==> src/rtl/rbrm_pkg.sv <==
package rbrm_pkg;

  // host-visible write targets
  typedef enum logic [2:0] {
    SEL_START = 3'd0,
    SEL_END   = 3'd1,
    SEL_READ  = 3'd2,
    SEL_WRITE = 3'd3,
    SEL_UPPER = 3'd4,
    SEL_EOB   = 3'd5
  } ring_sel_e;

  typedef enum logic [0:0] {
    F_IDLE = 1'b0,
    F_WAIT = 1'b1
  } fetch_state_e;

  // status bit positions (write-one-to-clear)
  localparam int STAT_OVF_BIT = 4;
  localparam int STAT_EXH_BIT = 5;

  // words per ring entry
  localparam int NWORDS = 4;

endpackage

==> src/rtl/rbrm_ring.sv <==
module rbrm_ring
  import rbrm_pkg::*;
#(
  parameter int PTR_W = 16,
  parameter logic [PTR_W-1:0] EOB_RESET = 16'h02F8
) (
  input  logic             clk,
  input  logic             rst,
  input  logic             wide_bus,
  input  logic             wr_en,
  input  ring_sel_e        wr_sel,
  input  logic [PTR_W-1:0] wr_data,
  input  logic             adv,
  input  logic             adv_wide,
  input  logic             clr_exh,
  output logic [PTR_W-1:0] rd_ptr,
  output logic [PTR_W-1:0] upper,
  output logic [PTR_W-1:0] eob_thr,
  output logic             at_wp,
  output logic             exh_flag
);
  localparam logic [PTR_W-1:0] STEP_N = PTR_W'(2 * NWORDS);
  localparam logic [PTR_W-1:0] STEP_W = PTR_W'(4 * NWORDS);

  logic [PTR_W-1:0] sp_q, ep_q, rp_q, wp_q, up_q, eob_q;
  logic [PTR_W-1:0] wr_mask, wr_val, rp_sum, rp_nxt;

  always_comb begin
    wr_mask = wide_bus ? ~PTR_W'(3) : ~PTR_W'(1);
    wr_val  = wr_data & wr_mask;
    rp_sum  = rp_q + (adv_wide ? STEP_W : STEP_N);
    rp_nxt  = (rp_sum == ep_q) ? sp_q : rp_sum;
  end

  always_ff @(posedge clk) begin
    if (rst) begin
      sp_q     <= '0;
      ep_q     <= '0;
      rp_q     <= '0;
      wp_q     <= '0;
      up_q     <= '0;
      eob_q    <= EOB_RESET;
      exh_flag <= 1'b0;
    end else begin
      if (wr_en) begin
        case (wr_sel)
          SEL_START: sp_q  <= wr_val;
          SEL_END:   ep_q  <= wr_val;
          SEL_READ:  rp_q  <= wr_val;
          SEL_WRITE: wp_q  <= wr_val;
          SEL_UPPER: up_q  <= wr_data;
          SEL_EOB:   eob_q <= wr_data;
          default:   ;
        endcase
      end
      if (clr_exh) exh_flag <= 1'b0;
      if (adv) begin
        rp_q <= rp_nxt;
        if (rp_nxt == wp_q) exh_flag <= 1'b1;
      end
    end
  end

  assign rd_ptr  = rp_q;
  assign upper   = up_q;
  assign eob_thr = eob_q;
  assign at_wp   = (rp_q == wp_q);
endmodule

==> src/rtl/rbrm_fetch.sv <==
module rbrm_fetch
  import rbrm_pkg::*;
#(
  parameter int PTR_W = 16,
  localparam int ADDR_W = 2 * PTR_W,
  localparam int IDX_W = $clog2(NWORDS)
) (
  input  logic              clk,
  input  logic              rst,
  input  logic              start,
  input  logic              wide_bus,
  input  logic [ADDR_W-1:0] base,
  input  logic              mem_rd_valid,
  input  logic [PTR_W-1:0]  mem_rd_data,
  output logic              mem_rd_en,
  output logic [ADDR_W-1:0] mem_rd_addr,
  output logic              busy,
  output logic              done,
  output logic              done_wide,
  output logic [ADDR_W-1:0] res_addr,
  output logic [ADDR_W-1:0] res_cnt
);
  fetch_state_e      state_q;
  logic [IDX_W-1:0]  idx_q;
  logic              wide_q, en_q, done_q;
  logic [ADDR_W-1:0] addr_q;
  logic [PTR_W-1:0]  word_q [NWORDS];
  logic [ADDR_W-1:0] stride;

  assign stride = wide_q ? ADDR_W'(4) : ADDR_W'(2);

  always_ff @(posedge clk) begin
    if (rst) begin
      state_q <= F_IDLE;
      idx_q   <= '0;
      wide_q  <= 1'b0;
      en_q    <= 1'b0;
      done_q  <= 1'b0;
      addr_q  <= '0;
      for (int i = 0; i < NWORDS; i++) word_q[i] <= '0;
    end else begin
      en_q   <= 1'b0;
      done_q <= 1'b0;
      case (state_q)
        F_IDLE: begin
          if (start) begin
            wide_q  <= wide_bus;
            addr_q  <= base;
            idx_q   <= '0;
            en_q    <= 1'b1;
            state_q <= F_WAIT;
          end
        end
        F_WAIT: begin
          if (mem_rd_valid) begin
            word_q[idx_q] <= mem_rd_data;
            if (idx_q == IDX_W'(NWORDS - 1)) begin
              done_q  <= 1'b1;
              state_q <= F_IDLE;
            end else begin
              idx_q  <= idx_q + 1'b1;
              addr_q <= addr_q + stride;
              en_q   <= 1'b1;
            end
          end
        end
        default: state_q <= F_IDLE;
      endcase
    end
  end

  assign mem_rd_en   = en_q;
  assign mem_rd_addr = addr_q;
  assign busy        = (state_q != F_IDLE) | done_q;
  assign done        = done_q;
  assign done_wide   = wide_q;
  assign res_addr    = {word_q[1], word_q[0]};
  assign res_cnt     = {word_q[3], word_q[2]};
endmodule

==> src/rtl/rbrm_space.sv <==
module rbrm_space #(
  parameter int PTR_W = 16,
  parameter int LEN_W = 16,
  localparam int ADDR_W = 2 * PTR_W
) (
  input  logic              clk,
  input  logic              rst,
  input  logic              wide_bus,
  input  logic              frame_valid,
  input  logic [LEN_W-1:0]  frame_len,
  input  logic              load,
  input  logic [ADDR_W-1:0] load_addr,
  input  logic [ADDR_W-1:0] load_cnt,
  input  logic [PTR_W-1:0]  eob_thr,
  input  logic              at_wp,
  input  logic              ovf_clr,
  output logic [ADDR_W-1:0] buf_addr,
  output logic [ADDR_W-1:0] word_cnt,
  output logic              frame_done,
  output logic              frame_accept,
  output logic [ADDR_W-1:0] frame_ptr,
  output logic [LEN_W:0]    frame_bytes,
  output logic              last_pkt,
  output logic              stalled,
  output logic              ovf_flag,
  output logic              fetch_req
);
  logic [LEN_W:0]    rx_len, padded;
  logic              fits, lp_c;
  logic [ADDR_W-1:0] new_cnt;

  always_comb begin
    rx_len  = {1'b0, frame_len} + (LEN_W+1)'(4);
    padded  = ((rx_len - 1'b1) | (wide_bus ? (LEN_W+1)'(3) : (LEN_W+1)'(1))) + 1'b1;
    fits    = ((ADDR_W+1)'(padded) <= {word_cnt, 1'b0});
    new_cnt = word_cnt - ADDR_W'(padded >> 1);
    lp_c    = !stalled && (!fits || (new_cnt < ADDR_W'(eob_thr)));
  end

  always_ff @(posedge clk) begin
    if (rst) begin
      buf_addr     <= '0;
      word_cnt     <= '0;
      frame_done   <= 1'b0;
      frame_accept <= 1'b0;
      frame_ptr    <= '0;
      frame_bytes  <= '0;
      last_pkt     <= 1'b0;
      stalled      <= 1'b0;
      ovf_flag     <= 1'b0;
      fetch_req    <= 1'b0;
    end else begin
      frame_done <= 1'b0;
      fetch_req  <= 1'b0;
      if (ovf_clr) ovf_flag <= 1'b0;
      if (load) begin
        buf_addr <= load_addr;
        word_cnt <= load_cnt;
        stalled  <= 1'b0;
      end
      if (frame_valid) begin
        frame_done   <= 1'b1;
        frame_ptr    <= buf_addr;
        frame_bytes  <= padded;
        last_pkt     <= lp_c;
        frame_accept <= !stalled && fits;
        if (!stalled && !fits) ovf_flag <= 1'b1;
        if (!stalled && fits) begin
          buf_addr <= buf_addr + ADDR_W'(padded);
          word_cnt <= new_cnt;
        end
        if (lp_c) begin
          if (at_wp) stalled   <= 1'b1;
          else       fetch_req <= 1'b1;
        end
      end
    end
  end
endmodule

==> src/rtl/rbrm_top.sv <==
module rbrm_top
  import rbrm_pkg::*;
#(
  parameter int PTR_W = 16,
  parameter int LEN_W = 16,
  parameter logic [PTR_W-1:0] EOB_RESET = 16'h02F8,
  localparam int ADDR_W = 2 * PTR_W
) (
  input  logic              clk,
  input  logic              rst,
  input  logic              wide_bus,
  input  logic              reg_wr_en,
  input  logic [2:0]        reg_wr_sel,
  input  logic [PTR_W-1:0]  reg_wr_data,
  input  logic              cmd_fetch,
  input  logic [15:0]       stat_clr,
  output logic              mem_rd_en,
  output logic [ADDR_W-1:0] mem_rd_addr,
  input  logic              mem_rd_valid,
  input  logic [PTR_W-1:0]  mem_rd_data,
  input  logic              frame_valid,
  input  logic [LEN_W-1:0]  frame_len,
  output logic              frame_done,
  output logic              frame_accept,
  output logic [ADDR_W-1:0] frame_ptr,
  output logic [LEN_W:0]    frame_bytes,
  output logic [ADDR_W-1:0] buf_addr,
  output logic [ADDR_W-1:0] word_cnt,
  output logic [PTR_W-1:0]  rd_ptr,
  output logic [15:0]       status,
  output logic              last_pkt,
  output logic              stalled,
  output logic              fetch_busy
);
  logic [PTR_W-1:0]  upper, eob_thr;
  logic              at_wp, exh_flag, ovf_flag, fetch_req;
  logic              f_done, f_wide, f_start, clr_exh;
  logic [ADDR_W-1:0] f_addr, f_cnt;

  assign clr_exh = stat_clr[STAT_EXH_BIT] & exh_flag;
  assign f_start = !fetch_busy & (cmd_fetch | clr_exh | fetch_req);

  rbrm_ring #(.PTR_W(PTR_W), .EOB_RESET(EOB_RESET)) u_ring (
    .clk      (clk),
    .rst      (rst),
    .wide_bus (wide_bus),
    .wr_en    (reg_wr_en),
    .wr_sel   (ring_sel_e'(reg_wr_sel)),
    .wr_data  (reg_wr_data),
    .adv      (f_done),
    .adv_wide (f_wide),
    .clr_exh  (clr_exh),
    .rd_ptr   (rd_ptr),
    .upper    (upper),
    .eob_thr  (eob_thr),
    .at_wp    (at_wp),
    .exh_flag (exh_flag)
  );

  rbrm_fetch #(.PTR_W(PTR_W)) u_fetch (
    .clk          (clk),
    .rst          (rst),
    .start        (f_start),
    .wide_bus     (wide_bus),
    .base         ({upper, rd_ptr}),
    .mem_rd_valid (mem_rd_valid),
    .mem_rd_data  (mem_rd_data),
    .mem_rd_en    (mem_rd_en),
    .mem_rd_addr  (mem_rd_addr),
    .busy         (fetch_busy),
    .done         (f_done),
    .done_wide    (f_wide),
    .res_addr     (f_addr),
    .res_cnt      (f_cnt)
  );

  rbrm_space #(.PTR_W(PTR_W), .LEN_W(LEN_W)) u_space (
    .clk          (clk),
    .rst          (rst),
    .wide_bus     (wide_bus),
    .frame_valid  (frame_valid),
    .frame_len    (frame_len),
    .load         (f_done),
    .load_addr    (f_addr),
    .load_cnt     (f_cnt),
    .eob_thr      (eob_thr),
    .at_wp        (at_wp),
    .ovf_clr      (stat_clr[STAT_OVF_BIT]),
    .buf_addr     (buf_addr),
    .word_cnt     (word_cnt),
    .frame_done   (frame_done),
    .frame_accept (frame_accept),
    .frame_ptr    (frame_ptr),
    .frame_bytes  (frame_bytes),
    .last_pkt     (last_pkt),
    .stalled      (stalled),
    .ovf_flag     (ovf_flag),
    .fetch_req    (fetch_req)
  );

  always_comb begin
    status               = '0;
    status[STAT_EXH_BIT] = exh_flag;
    status[STAT_OVF_BIT] = ovf_flag;
  end
endmodule

==> config.mk <==
export PLATFORM = sky130hd
export DESIGN_NAME = rbrm_top
export DESIGN_NICKNAME = d
export VERILOG_FILES = /design/src/rtl/rbrm_pkg.sv /design/src/rtl/rbrm_ring.sv /design/src/rtl/rbrm_fetch.sv /design/src/rtl/rbrm_space.sv /design/src/rtl/rbrm_top.sv
export SDC_FILE = /design/constraint.sdc
export NUM_CORES = 1
export LEC_CHECK = 0
export BUFFER_PORTS_ARGS = -buffer_cell sky130_fd_sc_hd__clkbuf_2
export CAP_MARGIN = 25
export CORE_AREA = 2 2 185 187
export CTS_BUF_LIST = sky130_fd_sc_hd__clkbuf_16
export CTS_CLUSTER_SIZE = 25
export DETAILED_ROUTE_END_ITERATION = 16
export DIE_AREA = 0 0 187 189
export GPL_TIMING_DRIVEN = 0
export MAX_ROUTING_LAYER = met4
export PLACE_DENSITY = 0.77
export SYNTH_ARGS = -nofsm -noshare
export SYNTH_HDL_FRONTEND = slang
export SYNTH_HIERARCHICAL = 1
export SYNTH_SLANG_ARGS = --single-unit
==> constraint.sdc <==
create_clock -name clk -period 19.52 [get_ports clk]
set_clock_uncertainty 0.1 [all_clocks]
set_input_delay 2.928 -clock clk [delete_from_list [all_inputs] [get_ports clk]]
set_output_delay 2.928 -clock clk [all_outputs]
set_load 0.02 [all_outputs]
Word-level counts from Yosys, hierarchy flattened

Memories as Yosys holds them, arrays and structs flattened.
Cells that the tools add are included.

Mux-type cells: 50
Bitwise gates (word level): 11
Order comparisons: 2
Add/subtract/negate cells: 8
Reduce and logical (&&, ||, !) cells: 21
Equal/unequal tests: 12

Operator list:

| operator              | count |
|---|---|
| $mux 32               | 9 |
| $mux 16               | 5 |
| $pmux 32 s2           | 1 |
| $eq 16x16->1          | 3 |
| $le 17x33->1          | 1 |
| $add 32x17->32        | 1 |
| $add 32x32->32        | 1 |
| $lt 32x16->1          | 1 |
| $sub 32x16->32        | 1 |
| $mux 1                | 24 |
| $add 16x3->17 const B | 1 |
| $add 17x1->17 const B | 1 |
| $or 17x17->17         | 1 |
| $sub 17x1->17 const B | 1 |
| $add 16x16->16        | 1 |
| $and 16x16->16        | 1 |
| $reduce_or 16->1      | 1 |
| $reduce_and 2->1      | 7 |
| $mux 2                | 6 |
| $eq 3x2->1 const B    | 2 |
| $eq 3x3->1 const B    | 2 |
| $ne 2x2->1 const B    | 3 |
| $reduce_or 3->1       | 2 |
| $mux 5                | 1 |
| other kinds (15)      | 27 |

Memories kept: 1
Input port bits: 74
Bits in writable memories: 64
Flip-flop bits (word level): 254
Word-level logic and storage cells: 128
Output and inout bits: 183

Memories:

| name           | words | bits a word | read ports | clocked after memory_dff | wr ports | RTL line         | text |
|---|---|---|---|---|---|---|---|
| u_fetch.word_q | 4     | 16          | 4          | 0                        | 4        | rbrm_fetch.sv:27 | `logic [PTR_W-1:0] word_q [NWORDS];` |

Longest topological paths before layout

Gate-level depths: netlist (run 1).

Word-level depth: 10
Gate-level depth with buffers: 32
Mapped depth without buffers: 30

Modules after synthesis

Netlist (run 1), hierarchy kept.

Modules (own cells, without submodules):

| module     | cells each | instances | sequential area each (µm²) | area each (µm²) |
|---|---|---|---|---|
| rbrm_space | 1039       | 1         | 2362.3                     | 8456.9 |
| rbrm_ring  | 624        | 1         | 1881.8                     | 4873.4 |
| rbrm_fetch | 446        | 1         | 2682.6                     | 4728.3 |
| rbrm_top   | 20         | 1         | 0.0                        | 142.6 |

Worst setup path before layout (run 1)

Ideal clock, no wire load.

Path type: input port to flip-flop
Start point: input frame_len[0]
End point: register u_space.fetch_req
Arrival: 8.868 ns
Setup time: 0.059 ns
Path buffers: 2
Data required time: 19.361 ns
Stages on the path: 32
Setup slack: 10.493 ns
Cell sequence: inv_1 ha_1 clkbuf_1 xnor2_1 ha_1 nand2_1 mux2_2 a311o_1 or2_4 a21boi_0 xnor2_1 inv_1 ha_1 clkbuf_1 a21o_1 nand2_1 o31ai_1 a21o_2 o21ai_4 nand2_1 a211oi_1 nor2_1 ha_1 a21o_1 a21o_1 a222oi_1 o2111ai_1 nor4_1 nand4b_1 or4_4 a2111oi_4 o21ba_1

Longest elaborated chain between the ends: 10
Elaborated cells on any way between the ends: 12
Classes of those cells: add/sub: 4; order compare: 2; bitwise: 2; reduce/logical: 4

Ends and longest elaborated chain:

| what                                                   | RTL line                           | text |
|---|---|---|
| from (decl)                                            | rbrm_top.sv:22                     | `input logic [LEN_W-1:0] frame_len,` |
| $add 16x3->17 *                                        | rbrm_space.sv:33                   | `rx_len = {1'b0, frame_len} + (LEN_W+1)'(4);` |
| $sub 17x1->17 *                                        | rbrm_space.sv:34                   | `padded = ((rx_len - 1'b1) \| (wide_bus ? (LEN_W+1)'(3) : (LEN_W+1)'(1))) + 1'b1;` |
| $or 17x17->17 *                                        | rbrm_space.sv:34                   |  |
| $add 17x1->17 *                                        | rbrm_space.sv:34                   |  |
| via u_space.padded[9]                                  | rbrm_space.sv:28                   | `logic [LEN_W:0] rx_len, padded;` |
| $sub 32x16->32 / $le 17x33->1 (equally long branches)  | rbrm_space.sv:36, rbrm_space.sv:35 |  |
| $lt 32x16->1 / $logic_not 1->1 (equally long branches) | rbrm_space.sv:37                   | `lp_c = !stalled && (!fits \|\| (new_cnt < ADDR_W'(eob_thr)));` |
| $logic_or 1x1->1 *                                     | rbrm_space.sv:37                   |  |
| $logic_and 1x1->1 *                                    | rbrm_space.sv:37                   |  |
| $not 1->1 (no source line) *                           | n/a                                |  |
| $reduce_or 3->1 (no source line) *                     | n/a                                |  |
| to (signal assigned)                                   | rbrm_space.sv:51                   | `fetch_req <= 1'b0;` |
| to (signal assigned)                                   | rbrm_space.sv:54                   | `fetch_req <= 1'b0;` |
| to (signal assigned)                                   | rbrm_space.sv:74                   | `else fetch_req <= 1'b1;` |
| to (decl)                                              | rbrm_space.sv:26                   | `output logic fetch_req` |

Mark *: on every way through the listed nets, which the timed path passes. The rest lies on a longest branch.
A chain may end at the register's enable or synchronous reset.

Worst setup path after layout (run 1)

Start point: input frame_len[1]
End point: register u_space.fetch_req

The elaborated chain is that of the path after synthesis.

==> flow_summary.yaml, run 1 <==
outcome:
  status: "completed"
clocking:
  ctsResizeCount: 0
  clockBufferDepth: 3
  clk_latency_ns: 0.52
  clockRootBuffer: "clkbuf_16"
  path_clk_slew_ns: 0.06
  cts_hold_buf: 0
  cts_setup_buffers: 0
  cts_tree: "done"
  htree_levels: 2
  cts_num_sinks: 314
  cts_made_buffers: 36
final_layout:
  fillerInstances: 2907
  layout_common_cells: "nand2_1 (272), dfxtp_1 (250), clkbuf_2 (225)"
  area_growth_syn_to_layout_pct: 16.3
  stdcell_count: 2880
  drive_above_1_share_pct: 15.7
  nets: 2544
  layout_commonest_cell: "nand2_1"
  n_antenna_cell: 0
  final_util_pct: 63.6
floorplan:
  coreArea_um2: 33300
  initial_core_util_pct: 54.7
  die_area_um2: 35300
  die_w_um: 187
  io_pins: 257
  rows: 67
  die_h_um: 189
timing:
  finalSetupTns_ns: 0
  fin_crit_sh_pct: 50.8
  final-hold-violation-count: 0
  worst_slew_pin_slew_ns: 1.05
  rsz0062_at_grt: "no"
  setup_viol_count_final: 0
  max_freq_ghz: 0.101
  maxSlewHeadroom_pct: 29.0
  fin_crit_ns: 9.91
  slew_viol_final: 0
synth:
  synth_seq_area_share_pct: 38.1
  synthCells: 2129
  avgSynthCellArea_um2: 8.55
  synth_ff_type: "dfxtp_1"
  ys_ff_latch: 314
  async_reset_ff_share_pct: 0
  ys_warn_count: 6
  synth_edf_count: 64
  ys_types: 121
  syn-cell-area_um2: 18200
placement:
  port_buffers: 223
  dp_hpwl_um: 46100
  place.gp.congestion: 0.983
  dp_cells: 2815
setup_path:
  end_kind: "register"
  arrival_ns: 10.26
  cp.depth: 31
  start_kind: "input port"
  critPathKind: "input port to register"
  rr_endpoint: "u_space/fetch_req$_SDFF_PP0_"
  r2r_setup_slack_ns: 13.77
  slowest_delay_ns: 0.45
  cp.required_ns: 19.87
  r2r_start: "u_space/word_cnt[1]$_SDFF_PP0_"
  r2r_cells: 22
  worst-path-buf-inv: 5
  crit_fanout: 10
  crit_family: "compound AO/OA/AOI/OAI gates"
  crit_path_frequent_cell: "ha_1"
  cpMaxStageDelayCell: "or4_4"
power:
  max-vdd-ir-drop_mv: 0.0667
  power.density_nw_per_um2: 101
  switching_share_pct: 35.9
  comb_power_share_pct: 31.1
  p_seq_share_pct: 36.5
  p_leak_nw: 8.66
  p_int_w: 0.00137
  power.switching_w: 0.000770
  power_frac_clock_pct: 32.4
  power_w: 0.00214
global_routing:
  grt_pass1_wl_um: 92200
  grt_util_all_layers_pct: 34.1
  antenna_found_initial: 0
  grt_remaining_overflow: 0
  grt_max_degree: 17
  grt_pass1_vias: 16300
min_path:
  hp-class: "register to register"
  whs_path_depth: 2
  min_from: "u_ring/eob_thr[13]$_SDFFE_PP0P_"
  whs_endpoint: "u_ring/eob_thr[13]$_SDFFE_PP0P_"
route:
  dr_total_vias: 17500
  routed_wl_um: 60800
  dr.pass1.iters: 6
  routedWlPerCell_um: 21.1
  ant_nets: 0
  viasPerCell: 6.09
  drc_errors: 0
  drt_iter0_markers: 1862
run:
  max_cap_violations: 0
[metal layers]
| metal | global-route usage (%) | vias to the layer above | part of all wire [%] |
|---|---|---|---|
| li1 | - | 8100 | - |
| met1 | 42.4 | 8343 | 40 |
| met2 | 56.0 | 946 | 47 |
| met3 | 5.38 | 137 | 9.0 |
| met4 | 12.9 | 0 | 4.0 |
| met5 | - | - | 0 |
[how the worst max path moves through the flow]
stage | slack, ns | endpoint | start
3_3_place_gp | 9.42 | u_space/fetch_req$_SDFF_PP0_ | frame_len[0]
2_1_floorplan | 10.49 | u_space/fetch_req$_SDFF_PP0_ | frame_len[0]
5_1_grt | 9.11 | u_space/fetch_req$_SDFF_PP0_ | frame_len[0]
4_1_cts | 9.80 | u_space/fetch_req$_SDFF_PP0_ | frame_len[1]
3_5_place_dp | 9.31 | u_space/fetch_req$_SDFF_PP0_ | frame_len[1]
6_report | 9.61 | u_space/fetch_req$_SDFF_PP0_ | frame_len[1]
[power groups by stage]
stage,clock [W],sequential [W],combinational (W)
6_report,0.000694,0.000782,0.000667
5_1_grt,0.000728,0.000787,0.000724
4_1_cts,0.000701,0.000779,0.000652
3_5_place_dp,0,0.000793,0.000647
3_3_place_gp,0,0.000791,0.000634
2_1_floorplan,0,0.000813,0.000421
[cells by family after synthesis]
group	count (synthesis)	synth area share, %
AO/OA/AOI/OAI	470	17.4
AND/OR/NAND/NOR	863	24.0
other	2	0.0413
multiplexers	96	5.31
buffers and inverters	220	5.48
XOR/XNOR	97	5.03
adder cells (fa/ha/maj)	67	4.73
flip-flops	314	38.1
[state kept, by name, indices dropped and copies added (netlist names), 2 cells and up]
register	flops
u_ring/ep_q	15
u_ring/sp_q	15
u_fetch/mem_rd_addr	32
u_space/buf_addr	32
u_space/frame_ptr	32
u_ring/eob_thr	16
u_ring/upper	16
u_space/frame_bytes	16
u_ring/wp_q	15
u_fetch/word_q	64
u_ring/rd_ptr	16
u_space/word_cnt	32
u_fetch/idx_q	2
[synth_stat cells, types with 7 or more instances]
| master | instances | area [um^2] |
|---|---|---|
| a211oi_1 | 83 | 623 |
| a21o_1 | 17 | 128 |
| a21oi_1 | 145 | 726 |
| a22oi_1 | 11 | 82.6 |
| a31oi_1 | 14 | 87.6 |
| and2_1 | 87 | 544 |
| and3_1 | 17 | 106 |
| and4_1 | 9 | 78.8 |
| buf_1 | 8 | 30.0 |
| buf_2 | 9 | 45.0 |
| buf_4 | 23 | 173 |
| clkbuf_1 | 87 | 327 |
| dfxtp_1 | 250 | 5000 |
| edfxtp_1 | 64 | 1920 |
| ha_1 | 60 | 751 |
| inv_1 | 80 | 300 |
| mux2i_1 | 92 | 921 |
| nand2_1 | 272 | 1020 |
| nand2b_1 | 22 | 138 |
| nand3_1 | 39 | 195 |
| nand3b_1 | 8 | 60.1 |
| nand4_1 | 29 | 181 |
| nor2_1 | 187 | 702 |
| nor2b_1 | 44 | 275 |
| nor3_1 | 42 | 210 |
| nor3b_1 | 8 | 60.1 |
| nor4_1 | 25 | 156 |
| o211ai_1 | 11 | 82.6 |
| o21a_1 | 11 | 82.6 |
| o21ai_0 | 61 | 305 |
| o21ai_1 | 7 | 35.0 |
| o22ai_1 | 10 | 62.6 |
| o31ai_1 | 10 | 75.1 |
| or2_2 | 8 | 50.1 |
| or3_1 | 11 | 68.8 |
| or4_1 | 8 | 60.1 |
| xnor2_1 | 52 | 455 |
| xor2_1 | 39 | 342 |
[layout make-up]
cell class	instances	area, um^2	area share, %
Buffer	138	689	3.26
Clock buffer	39	976	4.61
Clock inverter	25	233	1.10
Inverter	82	308	1.45
Multi-Input combinational cell	1608	10300	48.8
Sequential cell	314	6930	32.7
Tap cell	448	561	2.65
Timing Repair Buffer	226	1140	5.39
[worst min-delay path, stage by stage, from the launching register on]
cell	delay (ns)
dfxtp_1	0.31
nand2_1	0.05
a21oi_1	0.05
[stage by stage]
step | setup WS (ns) | hold slack (ns) | instance area, um^2
floorplan | 10.49 | 0.332 | 18300
detailed placement | 9.31 | 0.347 | 19900
CTS | 9.80 | 0.355 | 21200
global route | 9.11 | 0.387 | 21200
finish | 9.61 | 0.358 | 21200
global placement | 9.42 | 0.343 | 19900
Power figures use the tool's default switching activity.
==> run 2, diff against run 1 <==
Settings changed: CORE_AREA 2 2 185 187 to 2 2 189 191, DIE_AREA 0 0 187 189 to 0 0 191 193.
Clock period 19.52 ns to 8.9 ns, I/O delays scaled along.
==> flow_summary.yaml, run 2 (synthesis gave the netlist of run 1 again) <==
clocking:
  clockBufferDepth: 3
  cts_hold_buf: 0
  cts_made_buffers: 36
  clockRootBuffer: "clkbuf_16"
  cts_tree: "done"
  cts_num_sinks: 314
  htree_levels: 2
  ctsResizeCount: 0
  clk_latency_ns: 0.53
  path_clk_slew_ns: 0.06
  cts_setup_buffers: 0
timing:
  max_freq_ghz: 0.119
  finalSetupTns_ns: 0
  worst_slew_pin_slew_ns: 1.01
  final-hold-violation-count: 0
  maxSlewHeadroom_pct: 32.7
  slew_viol_final: 0
  fin_crit_ns: 8.40
  rsz0062_at_grt: "no"
  setup_viol_count_final: 0
  fin_crit_sh_pct: 94.4
  layout_setup_ws_ns: 0.498
setup_path:
  cp.required_ns: 9.26
  crit_path_frequent_cell: "ha_1"
  cpMaxStageDelayCell: "or4_4"
  start_kind: "input port"
  crit_fanout: 10
  end_kind: "register"
  arrival_ns: 8.77
  critPathKind: "input port to register"
  slowest_delay_ns: 0.45
route:
  drt_iter0_markers: 1659
  routed_wl_um: 63500
  viasPerCell: 6.09
  ant_nets: 0
  dr_total_vias: 17600
  routedWlPerCell_um: 21.9
  drc_errors: 0
  dr.pass1.iters: 6
placement:
  port_buffers: 223
  place_ws_ns: 0.100
  place.gp.congestion: 0.995
  dp_hpwl_um: 47800
  dp_cells: 2828
power:
  p_seq_share_pct: 36.0
  power.density_nw_per_um2: 225
  max-vdd-ir-drop_mv: 0.139
  power_frac_clock_pct: 32.6
  power.switching_w: 0.00172
  switching_share_pct: 36.2
  comb_power_share_pct: 31.4
  power_w: 0.00476
  p_leak_nw: 8.66
  p_int_w: 0.00304
final_layout:
  drive_above_1_share_pct: 15.7
  area_growth_syn_to_layout_pct: 16.4
  n_antenna_cell: 0
  multi_input_area_um2: 10300
  layout_commonest_cell: "nand2_1"
  fillerInstances: 3133
  nets: 2545
  max_flop_register: "u_fetch/word_q"
  largest_register_ffs: 64
  layout_common_cells: "nand2_1 (272), dfxtp_1 (250), clkbuf_2 (226)"
  seqCellArea_um2: 6930
  stdcell_count: 2896
global_routing:
  grt_remaining_overflow: 0
  grt_max_degree: 17
  antenna_found_initial: 0
  grt_pass1_wl_um: 93700
  grt_util_all_layers_pct: 34.2
  grt_pass1_vias: 16300
floorplan:
  rows: 69
  die_h_um: 193
  die_area_um2: 36900
  coreArea_um2: 35000
  io_pins: 257
  initial_core_util_pct: 52.1
  die_w_um: 191
outcome:
  status: "completed"
run:
  max_cap_violations: 0
min_path:
  hp-class: "register to register"
run 2: cell types whose count changed in the layout (fill, tap and decap cells not counted), sizes merged:
| cell | delta |
|---|---|
| clkinv | +6 |
| buf | +2 |
| clkbuf | -3 |
| inv | -4 |
| bufinv | +2 |
run 2: final cells by class:
type                    instances  area share, %
plain buffers                 138           3.26
clock buffers                  37           4.37
clock inverters                29           1.40
inverters                      82           1.45
multi-input cells            1608           48.7
flip-flops and latches        314           32.7
well taps                     461           2.72
repair buffers                227           5.37
run 2: worst paths after layout:
check / start / end / slack (ns) / cells past startpoint
hold reg to reg: u_fetch/mem_rd_addr[0]$_SDFFE_PP0P_ / u_fetch/mem_rd_addr[0]$_SDFFE_PP0P_ / 0.36 / 2
setup / recovery: frame_len[1] / u_space/fetch_req$_SDFF_PP0_ / 0.50 / 31
setup reg to reg: u_space/word_cnt[1]$_SDFF_PP0_ / u_space/fetch_req$_SDFF_PP0_ / 3.03 / 22
hold / removal: u_fetch/mem_rd_addr[0]$_SDFFE_PP0P_ / u_fetch/mem_rd_addr[0]$_SDFFE_PP0P_ / 0.36 / 2
run 2: layer usage:
metal | up-vias | wire (um) | track usage [%]
met1 | 8426 | 25800 | 42.3
met2 | 938 | 30000 | 57.0
met3 | 159 | 4890 | 3.44
met4 | 0 | 2770 | 14.8
li1 | 8111 | - | -
met5 | - | 0 | -
run 2: through the flow:
stage	instance area [um^2]	hold WS (ns)	utilization [%]
2_1_floorplan	18300	0.332	-
3_3_place_gp	19900	0.342	57.0
3_5_place_dp	20000	0.346	57.1
4_1_cts	21200	0.354	60.6
5_1_grt	21200	0.375	60.6
6_report	21200	0.356	60.6
run 2: power by group through the flow:
| stage | combinational, W | sequential (W) | clock [W] |
|---|---|---|---|
| final | 0.00149 | 0.00171 | 0.00155 |
| after detailed placement | 0.00144 | 0.00174 | 0 |
| after global placement | 0.00141 | 0.00174 | 0 |
| after CTS | 0.00146 | 0.00171 | 0.00156 |
| after global routing | 0.00162 | 0.00173 | 0.00161 |
| after floorplan | 0.000924 | 0.00178 | 0 |
run 2: critical path: cells and delay by family:
family          cells  cell delay (ns)
compound gates     12             2.89
xor+xnor            3             0.80
fa+ha+maj           4             1.16
buf+inv             5             0.88
mux                 1             0.28
simple gates        6             1.41
==> run 3, diff against run 2 <==
Settings changed: ABC_AREA from default to 1, CAP_MARGIN 25 to default, CORE_AREA 2 2 189 191 to 2 2 193 195, DIE_AREA 0 0 191 193 to 0 0 195 197, PLACE_DENSITY 0.77 to 0.76.
==> flow_summary.yaml, run 3 <==
outcome:
  status: "completed"
power:
  power_w: 0.00435
  max-vdd-ir-drop_mv: 0.125
  p_leak_nw: 10.2
  power.density_nw_per_um2: 197
final_layout:
  nets: 3213
  largest_register_ffs: 64
  area_growth_syn_to_layout_pct: 16.1
  n_antenna_cell: 0
  layout_commonest_cell: "nand2_1"
  stdcell_count: 3572
  drive_above_1_share_pct: 14.5
  fillerInstances: 3451
  max_flop_register: "u_fetch/word_q"
  layout_common_cells: "nand2_1 (629), nor2_1 (384), inv_1 (355)"
setup_path:
  start_kind: "input port"
  cp.required_ns: 9.28
  critPathKind: "input port to register"
  arrival_ns: 7.20
  end_kind: "register"
  cpMaxStageDelayCell: "xnor2_1"
  crit_start: "frame_len[0]"
  r2r_start: "u_space/word_cnt[2]$_SDFF_PP0_"
  crit_fanout: 5
  crit_family: "simple AND/OR/NAND/NOR gates"
  worst-path-buf-inv: 8
  slowest_delay_ns: 0.39
clocking:
  ctsResizeCount: 0
  cts_made_buffers: 37
  cts_hold_buf: 0
  cts_setup_buffers: 0
  cts_num_sinks: 314
  clockRootBuffer: "clkbuf_16"
  htree_levels: 2
  cts_tree: "done"
  clockBufferDepth: 3
  path_clk_slew_ns: 0.06
  clk_latency_ns: 0.57
route:
  ant_nets: 0
  dr_total_vias: 20400
  drc_errors: 0
  viasPerCell: 5.71
  drt_iter0_markers: 2043
  dr.pass1.iters: 6
  routed_wl_um: 71700
  routedWlPerCell_um: 20.1
synth:
  synth_edf_count: 64
  ys_ff_latch: 314
  synth_seq_area_share_pct: 36.5
  ys_top_cells_by_count: "nand2_1 (629), nor2_1 (384), inv_1 (348)"
  avgSynthCellArea_um2: 6.80
  ys_types: 62
  synth_most_common_cell: "nand2_1"
  yosys.area.top_type: "dfxtp_1"
  synthCells: 2795
  syn-cell-area_um2: 19000
  ys_warn_count: 6
  async_reset_ff_share_pct: 0
  synth_ff_type: "dfxtp_1"
  synthTopCellsByArea: "dfxtp_1 (26%), nand2_1 (12%), edfxtp_1 (10%), nor2_1 (7.6%), inv_1 (6.9%)"
  yosys.area.top_type_share_pct: 26.3
floorplan:
  io_pins: 257
  die_area_um2: 38400
  initial_core_util_pct: 52.4
  die_h_um: 197
  die_w_um: 195
  coreArea_um2: 36300
  rows: 70
timing:
  fin_crit_ns: 6.81
  finalSetupTns_ns: 0
  fin_crit_sh_pct: 76.5
  slew_viol_final: 0
  worst_slew_pin_slew_ns: 0.895
  rsz0062_at_grt: "no"
  setup_viol_count_final: 0
  max_freq_ghz: 0.147
  final-hold-violation-count: 0
  maxSlewHeadroom_pct: 39.9
global_routing:
  grt_util_all_layers_pct: 37.8
  grt_max_degree: 17
  grt_pass1_wl_um: 108000
  grt_pass1_vias: 19200
  grt_remaining_overflow: 0
  antenna_found_initial: 0
min_path:
  hp-class: "register to register"
  min_from: "u_ring/eob_thr[3]$_SDFFE_PP1P_"
placement:
  dp_hpwl_um: 55100
  port_buffers: 227
  dp_cells: 3504
  place.gp.congestion: 0.989
run:
  max_cap_violations: 0
run 3: cell count changes after synthesis, moves of 37 or more:
cell      previous run  this run
nor2b_1             44         0
nor2_1             187       384
nand2_2              0        37
mux2i_1             92         0
a211oi_1            83        14
inv_1               80       348
nand2_1            272       629
o21ai_0             61       214
nand3_1             39       173
and2_1              87         0
run 3: worst paths after layout:
path                                     to  depth (start not counted)  slack [ns]
max              u_space/stalled$_SDFF_PP0_                         36        2.09
min          u_ring/eob_thr[3]$_SDFFE_PP1P_                          2        0.36
max reg2reg      u_space/stalled$_SDFF_PP0_                         28        4.26
min reg2reg  u_ring/eob_thr[3]$_SDFFE_PP1P_                          2        0.36
run 3: layout make-up:
cell class | instances | area (um^2) | area share (%)
well taps | 468 | 586 | 2.65
flip-flops and latches | 314 | 6930 | 31.4
inverters | 365 | 1370 | 6.21
plain buffers | 122 | 579 | 2.63
clock inverters | 31 | 353 | 1.60
multi-input cells | 2007 | 10200 | 46.1
clock buffers | 37 | 926 | 4.20
repair buffers | 228 | 1140 | 5.18
run 3: where the power goes:
part	switching (W)	total [W]	internal (W)	leakage (nW)
Clock	0.000660	0.00163	0.000968	0.647
Sequential	0.0000971	0.00164	0.00154	2.71
Combinational	0.000747	0.00109	0.000339	6.88
Total	0.00150	0.00435	0.00285	10.2
run 3: cell families (layout without fill, tap and decap cells):
| group | Yosys count | in the layout | share of synthesized area, % |
|---|---|---|---|
| flops | 314 | 314 | 36.5 |
| compound gates | 529 | 529 | 15.7 |
| fa+ha+maj | 64 | 64 | 4.37 |
| buf+inv | 487 | 783 | 10.3 |
| other cells | 2 | 15 | 0.0395 |
| simple gates | 1355 | 1355 | 31.0 |
| xor+xnor | 44 | 44 | 2.17 |
run 3: worst min-delay path, delay by kind of cell, from the launching register on:
family / cells / cell delay (ns)
DFF: 1 / 0.32
and+or+nand+nor: 2 / 0.10
run 3: layer usage:
metal / wire (um) / part of all wire (%) / up-vias / GRT usage (%)
li1: - / - / 9619 / -
met1: 27900 / 39 / 9418 / 45.9
met2: 32700 / 46 / 1113 / 60.7
met3: 6560 / 9.2 / 244 / 4.98
met4: 4480 / 6.2 / 0 / 22.2
met5: 0 / 0 / - / -
run 3: through the flow:
step                      setup slack [ns]  utilization, %  hold slack [ns]  cell area [um^2]
final                                 2.09            60.8            0.355             22100
after detailed placement              1.70            57.3            0.343             20800
after CTS                             2.22            60.8            0.359             22100
after global routing                  1.68            60.8            0.385             22100
after global placement                1.75            57.3            0.342             20800
after floorplan                       3.25               -            0.329             19000
